File: src/rtl/crcb_pkg.sv
package crcb_pkg;

  localparam logic [15:0] CRC_POLY = 16'h1021;
  localparam logic [15:0] CRC_SEED = 16'hFFFF;

  // one byte into the register, most significant data bit first
  function automatic logic [15:0] crc16_step(input logic [15:0] c, input logic [7:0] d);
    logic [15:0] r;
    logic        fb;
    r = c;
    for (int i = 7; i >= 0; i--) begin
      fb = r[15] ^ d[i];
      r  = {r[14:0], 1'b0};
      if (fb) r = r ^ CRC_POLY;
    end
    return r;
  endfunction

  function automatic logic [31:0] clamp_len(input logic [31:0] n, input logic [31:0] cap);
    return (n > cap) ? cap : n;
  endfunction

endpackage

File: src/rtl/crcb_len_ctl.sv
module crcb_len_ctl
  import crcb_pkg::*;
#(
  parameter int unsigned LEN_W     = 8,
  parameter int unsigned HDR_BYTES = 24,
  parameter int unsigned AREA_NEW  = 96,
  parameter int unsigned AREA_OLD  = 104,
  parameter int unsigned AREA_OUT  = 64
) (
  input  logic             clk,
  input  logic             rst_n,
  input  logic             acc,
  input  logic             first,
  input  logic             region_var,
  input  logic             layout_new,
  input  logic [LEN_W-1:0] used_len,
  output logic             incl,
  output logic             err_now
);

  localparam int unsigned AREA_MAX = (AREA_OLD > AREA_NEW) ? AREA_OLD : AREA_NEW;
  localparam int unsigned LIM_INV  = HDR_BYTES + AREA_MAX;
  localparam int unsigned LIM_MAX  = (LIM_INV > AREA_OUT) ? LIM_INV : AREA_OUT;
  localparam int unsigned CNT_W    = $clog2(LIM_MAX + 1);

  logic [31:0]      len32, area_sel, lim_calc;
  logic             err_calc, err_q;
  logic [CNT_W-1:0] lim_q, cnt_q, lim_now, idx_now;

  always_comb begin
    len32    = 32'(used_len);
    area_sel = region_var ? AREA_OUT : (layout_new ? AREA_NEW : AREA_OLD);
    err_calc = len32 > area_sel;
    lim_calc = (region_var ? 32'd0 : HDR_BYTES) + clamp_len(len32, area_sel);
    lim_now  = first ? CNT_W'(lim_calc) : lim_q;
    idx_now  = first ? '0 : cnt_q;
    incl     = idx_now < lim_now;
    err_now  = first ? err_calc : err_q;
  end

  always_ff @(posedge clk) begin
    if (!rst_n) begin
      lim_q <= '0;
      cnt_q <= '0;
      err_q <= 1'b0;
    end else if (acc) begin
      lim_q <= lim_now;
      err_q <= err_now;
      cnt_q <= (idx_now == CNT_W'(LIM_MAX)) ? idx_now : idx_now + 1'b1;
    end
  end

  AST_VAR_CLAMP_ERR: assert property (@(posedge clk) disable iff (!rst_n)
    (acc && first && region_var && (len32 > AREA_OUT)) |=> err_q);
  AST_NEW_AREA_OK: assert property (@(posedge clk) disable iff (!rst_n)
    (acc && first && !region_var && layout_new && (len32 <= AREA_NEW)) |=> !err_q);
  AST_HDR_COVERED: assert property (@(posedge clk) disable iff (!rst_n)
    (acc && first && !region_var) |-> incl);

endmodule

File: src/rtl/crcb_crc_core.sv
module crcb_crc_core
  import crcb_pkg::*;
(
  input  logic        clk,
  input  logic        rst_n,
  input  logic        acc,
  input  logic        first,
  input  logic        incl,
  input  logic [7:0]  data,
  output logic [15:0] crc_now
);

  logic [15:0] crc_q, crc_base;

  always_comb begin
    crc_base = first ? CRC_SEED : crc_q;
    crc_now  = incl ? crc16_step(crc_base, data) : crc_base;
  end

  always_ff @(posedge clk) begin
    if (!rst_n) crc_q <= CRC_SEED;
    else if (acc) crc_q <= crc_now;
  end

  AST_IDLE_HOLD: assert property (@(posedge clk) disable iff (!rst_n)
    !acc |=> $stable(crc_q));
  AST_TAIL_IGNORED: assert property (@(posedge clk) disable iff (!rst_n)
    (acc && !first && !incl) |=> $stable(crc_q));
  AST_EMPTY_PRESET: assert property (@(posedge clk) disable iff (!rst_n)
    (acc && first && !incl) |=> (crc_q == 16'hFFFF));

endmodule

File: src/rtl/crcb_engine.sv
module crcb_engine
  import crcb_pkg::*;
#(
  parameter int unsigned LEN_W     = 8,
  parameter int unsigned HDR_BYTES = 24,
  parameter int unsigned AREA_NEW  = 96,
  parameter int unsigned AREA_OLD  = 104,
  parameter int unsigned AREA_OUT  = 64
) (
  input  logic             clk,
  input  logic             rst_n,
  input  logic             in_valid,
  output logic             in_ready,
  input  logic [7:0]       in_data,
  input  logic             in_first,
  input  logic             in_last,
  input  logic             region_sel,
  input  logic             layout_new,
  input  logic             mode_chk,
  input  logic [LEN_W-1:0] used_len,
  input  logic [15:0]      exp_crc,
  output logic [15:0]      crc_out,
  output logic             done,
  output logic             mismatch,
  output logic             len_err
);

  logic        ready_q, acc, incl, err_now, mode_q, mode_now;
  logic [15:0] crc_now;

  assign acc      = in_valid & ready_q;
  assign in_ready = ready_q;
  assign mode_now = in_first ? mode_chk : mode_q;

  crcb_len_ctl #(
    .LEN_W(LEN_W), .HDR_BYTES(HDR_BYTES), .AREA_NEW(AREA_NEW),
    .AREA_OLD(AREA_OLD), .AREA_OUT(AREA_OUT)
  ) u_len (
    .clk(clk), .rst_n(rst_n), .acc(acc), .first(in_first),
    .region_var(region_sel), .layout_new(layout_new), .used_len(used_len),
    .incl(incl), .err_now(err_now)
  );

  crcb_crc_core u_crc (
    .clk(clk), .rst_n(rst_n), .acc(acc), .first(in_first),
    .incl(incl), .data(in_data), .crc_now(crc_now)
  );

  always_ff @(posedge clk) begin
    if (!rst_n) begin
      ready_q  <= 1'b0;
      mode_q   <= 1'b0;
      done     <= 1'b0;
      crc_out  <= CRC_SEED;
      mismatch <= 1'b0;
      len_err  <= 1'b0;
    end else begin
      ready_q <= 1'b1;
      done    <= 1'b0;
      if (acc) mode_q <= mode_now;
      if (acc && in_last) begin
        done     <= 1'b1;
        crc_out  <= crc_now;
        mismatch <= mode_now && (crc_now != exp_crc);
        len_err  <= err_now;
      end
    end
  end

  AST_DONE_AFTER_LAST: assert property (@(posedge clk) disable iff (!rst_n)
    (acc && in_last) |=> done);
  AST_DONE_HAS_CAUSE: assert property (@(posedge clk) disable iff (!rst_n)
    done |-> $past(acc && in_last));
  AST_OUT_HELD: assert property (@(posedge clk) disable iff (!rst_n)
    !done |-> $stable(crc_out));
  AST_GEN_NO_MISMATCH: assert property (@(posedge clk) disable iff (!rst_n)
    (acc && in_last && !mode_now) |=> !mismatch);

endmodule

File: config.mk
export PLATFORM = sky130hd
export DESIGN_NAME = crcb_engine
export DESIGN_NICKNAME = d
export VERILOG_FILES = /design/src/rtl/crcb_pkg.sv /design/src/rtl/crcb_len_ctl.sv /design/src/rtl/crcb_crc_core.sv /design/src/rtl/crcb_engine.sv
export SDC_FILE = /design/constraint.sdc
export NUM_CORES = 1
export LEC_CHECK = 0
export BUFFER_PORTS_ARGS = -buffer_cell sky130_fd_sc_hd__buf_2
export CAP_MARGIN = 0
export CELL_PAD_IN_SITES_DETAIL_PLACEMENT = 0
export CELL_PAD_IN_SITES_GLOBAL_PLACEMENT = 1
export CORE_ASPECT_RATIO = 1.5
export CORE_MARGIN = 3
export CORE_UTILIZATION = 38
export DETAILED_ROUTE_END_ITERATION = 8
export GPL_TIMING_DRIVEN = 0
export PLACE_DENSITY = 0.85
export SETUP_SLACK_MARGIN = 0.05
export SLEW_MARGIN = 20
export SYNTH_ARGS = -nofsm -noshare
export SYNTH_HDL_FRONTEND = slang
export SYNTH_SLANG_ARGS = --single-unit
File: constraint.sdc
create_clock -name clk -period 4.36 [get_ports clk]
set_input_delay 0.436 -clock clk [delete_from_list [all_inputs] [get_ports clk]]
set_output_delay 0.436 -clock clk [all_outputs]
set_load 0.01 [all_outputs]
==> impl_metrics.csv <==
group,metric,value,unit
power,leakagePower,1.97,nW
synthesis,synth.most_common_cell,"nand2_1",
power,pwr-share-comb,37.6,%
job,max_cap_viol_count,0,
global_route,globalRouteOverflowTotal,0,
clocking,cts_tree,"done",
timing,setup_viol,1,
route,dr_total_vias,4058,
synthesis,synth_cell_types,62,
route,antenna_left,0,
cells_and_area,finalNonFillerCells,677,
clocking,clk_pin_slew,0.08,ns
synthesis,synth_top_cell_area_share,28.4,%
route,routedWlPerCell,19.3,um
timing,skew,0.00616,ns
place,post-place-ws,-0.991,ns
timing,worst_slew_pin_slew,0.740,ns
power,powerDensity,320,mW/mm2
setup_path,crit_arrival,4.55,ns
clocking,cts_buffer_depth,2,
route,wl,13100,um
clocking,cts-buffers-inserted,5,
setup_path,end_kind,"flop",
power,p_total,0.00154,W
route,vias_per_cell,5.99,
global_route,antenna_found_initial,0,
cells_and_area,drive_above_1_share,25.6,%
die,die_h,129,um
synthesis,synth_edf_count,0,
synthesis,synthMuxAreaShare,2.69,%
run_status,violations,"setup timing",
synthesis,yosysSeqAreaShare,28.4,%
place,place.gp.congestion,0.922,
synthesis,synth_xor_area_share,12.5,%
cells_and_area,syn2layout_area_growth,26.2,%
die,num_io_pins,60,
timing,fin_crit,4.38,ns
run_status,status,"complete, but fails checks",
clocking,numClockSinks,54,
synthesis,synth_flop_cell,"dfxtp_1",
setup_path,worstPathMaxFanout,4,
route,drc,0,
cells_and_area,fin_nets,615,
clocking,clock_latency,0.30,ns
synthesis,synth-simple-area-share,23.2,%
timing,min_period_over_period,100,%
timing,holdWs,0.253,ns
route,drt_pass1_iterations,5,
synthesis,synth_top_family_by_area,"simple AND/OR/NAND/NOR gates",
setup_path,cp_data_required_time,4.53,ns
place,hpwl,9740,um
clocking,postCtsHoldBufs,0,
worst_hold_path,hold_class,"in -> reg",
timing,fin_tns_setup,-0.0166,ns
die,start_util,39.1,%
clocking,h-tree-depth,2,
global_route,grt_pass1_vias,3905,
synthesis,synth_nets,539,
global_route,grt_pass1_wl,20000,um
place,dp_cells,657,
timing,slew_headroom,50.5,%
power,power.internal,0.000988,W
timing,max_freq,0.228,GHz
synthesis,synth_compound_area_share,22.1,%
synthesis,ys_ff_latch,54,
place,io_buffer_count,57,
setup_path,critPathTopFamily,"compound AO/OA/AOI/OAI gates",
setup_path,slowest_delay,0.37,ns
power,max-vdd-ir-drop,0.183,mV
die,core_area,0.00974,mm2
synthesis,synth.area.top_cells,"dfxtp_1, nand2_1, xnor2_1",
timing,rsz0062_at_grt,"true",
die,rows,44,
setup_path,cp.buffers_inverters,3,
cells_and_area,fill_cells,953,
timing,hold_violations,0,
synthesis,yosysWarningCount,0,
die,dieWidth,87.8,um
die,die_area,0.0113,mm2
clocking,cts-root-buf,"clkbuf_16",
synthesis,synthAdderAreaFrac,4.79,%
setup_path,crit_slowest_cell,"fa_2",
setup_path,critical_path.cell_chain,"buf_8 > nor2_4 > ha_1 > nor4b_2 > nand3b_1 > a21oi_2 > clkbuf_8 > mux2_4 > ha_4 > fa_2 > nand2_1 > nor3_1 > a21oi_1 > ha_1 > a21oi_1 > o21ai_2 > a31oi_2 > buf_4 > nor2_4 > a21oi_4 > xnor2_1 > nor4_1 > and4_1 > a31oi_1",
synthesis,synth_commonest_cells,"nand2_1, dfxtp_1, nor2_1",
setup_path,start_kind,"input pin",
synthesis,synth_area,0.00381,mm2
timing,worst_slack,-0.0166,ns
global_route,grt_usage,22.9,%
power,switching_power,0.000551,W
cells_and_area,n_antenna_cell,0,
global_route,grt_max_degree,20,
synthesis,synth_top_area_cell,"dfxtp_1",
power,seqPwrFrac,35.2,%
setup_path,worstSetupPathType,"in -> reg",
route,initialDrtViolationCount,269,
power,switching_share,35.8,%
synthesis,synthesis.instances,485,
synthesis,syn_avg_cell_area,7.86,um2
power,pwr-share-clk,27.3,%
synthesis,synthArstFlopShare,0,%
timing,slew_viol_final,0,
## final timing paths
path | from | end | slack [ns] | cells after the start
worst max-delay path | region_sel | mismatch$_SDFFE_PN0P_ | -0.02 | 24
worst min-delay path | rst_n | in_ready$_DFF_P_ | 0.25 | 1
worst max register to register | u_len.cnt_q[3]$_SDFFE_PN0P_ | mismatch$_SDFFE_PN0P_ | 1.33 | 12
worst min register to register | u_len.lim_q[3]$_SDFFE_PN0P_ | u_len.lim_q[3]$_SDFFE_PN0P_ | 0.46 | 2
## cell families after synthesis
kind of cell             count (synthesis)
XOR/XNOR                                43
adder cells (fa/ha/maj)                 14
buffers and inverters                   49
AO/OA/AOI/OAI                          127
flip-flops                              54
multiplexers                            10
AND/OR/NAND/NOR                        188
## cells in the final DEF (no fill, tap or decap), drive strengths merged, types with 9 or more instances in the layout
cell type  instances
nor3              10
xor2              11
nand3              9
inv               17
o211ai            22
nand2             78
o21ai             20
xnor2             29
a21oi             30
dfxtp             54
o22ai             17
clkbuf            24
ha                13
nor2              51
buf               82
## layout make-up
| type | count | area, um2 | share of cell area, % |
|---|---|---|---|
| Multi-Input combinational cell | 382 | 2720 | 56.5 |
| Sequential cell | 54 | 1080 | 22.5 |
| Timing Repair Buffer | 70 | 448 | 9.31 |
| Buffer | 31 | 206 | 4.29 |
| Tap cell | 115 | 144 | 2.99 |
| Clock buffer | 5 | 125 | 2.60 |
| Inverter | 17 | 63.8 | 1.33 |
| Clock inverter | 3 | 25.0 | 0.520 |
## worst register-to-register path, stage by stage (launching register included)
cell,delay (ns)
dfxtp_1,0.39
nor2b_1,0.28
ha_1,0.29
a211oi_1,0.27
o21ai_0,0.23
a31oi_2,0.29
buf_4,0.17
nor2_4,0.04
a21oi_4,0.17
xnor2_1,0.11
nor4_1,0.33
and4_1,0.26
a31oi_1,0.09
## per-layer routing
layer / share of wire (%) / vias up / GRT usage [%]
li1: - / 1887 / -
met1: 37 / 1912 / 25.3
met2: 51 / 201 / 40.9
met3: 6.5 / 58 / 2.82
met4: 5.7 / 0 / 14.0
met5: 0 / - / 0
## stage by stage
stage	cell area (um2)	util, %
after floorplan	3840	-
after global placement	4270	43.9
after detailed placement	4270	43.9
after CTS	4610	47.3
after global routing	4810	49.4
final	4810	49.4
## sequential cells by signal, summed over array words and instances, names as in the netlist
| signal | flops |
|---|---|
| in_ready | 1 |
| crc_out | 16 |
| u_len.err_q | 1 |
| u_len.lim_q | 8 |
| len_err | 1 |
| done | 1 |
| u_len.cnt_q | 8 |
| mismatch | 1 |
| mode_q | 1 |
| u_crc.crc_q | 16 |
## power by group through the flow
stage / combinational [W] / clock [W] / sequential (W)
after CTS: 0.000514 / 0.000422 / 0.000541
final: 0.000578 / 0.000420 / 0.000542
after detailed placement: 0.000464 / 0 / 0.000552
after floorplan: 0.000321 / 0 / 0.000549
after global placement: 0.000460 / 0 / 0.000551
after global routing: 0.000617 / 0.000443 / 0.000545
## timing repair
item,CTS,global route
setup buffers,8,3
pin swaps,13,21
gates resized for setup,34,30
gates cloned,0,2
endpoints found under the setup margin,21,16
Power figures use the tool's default switching activity.
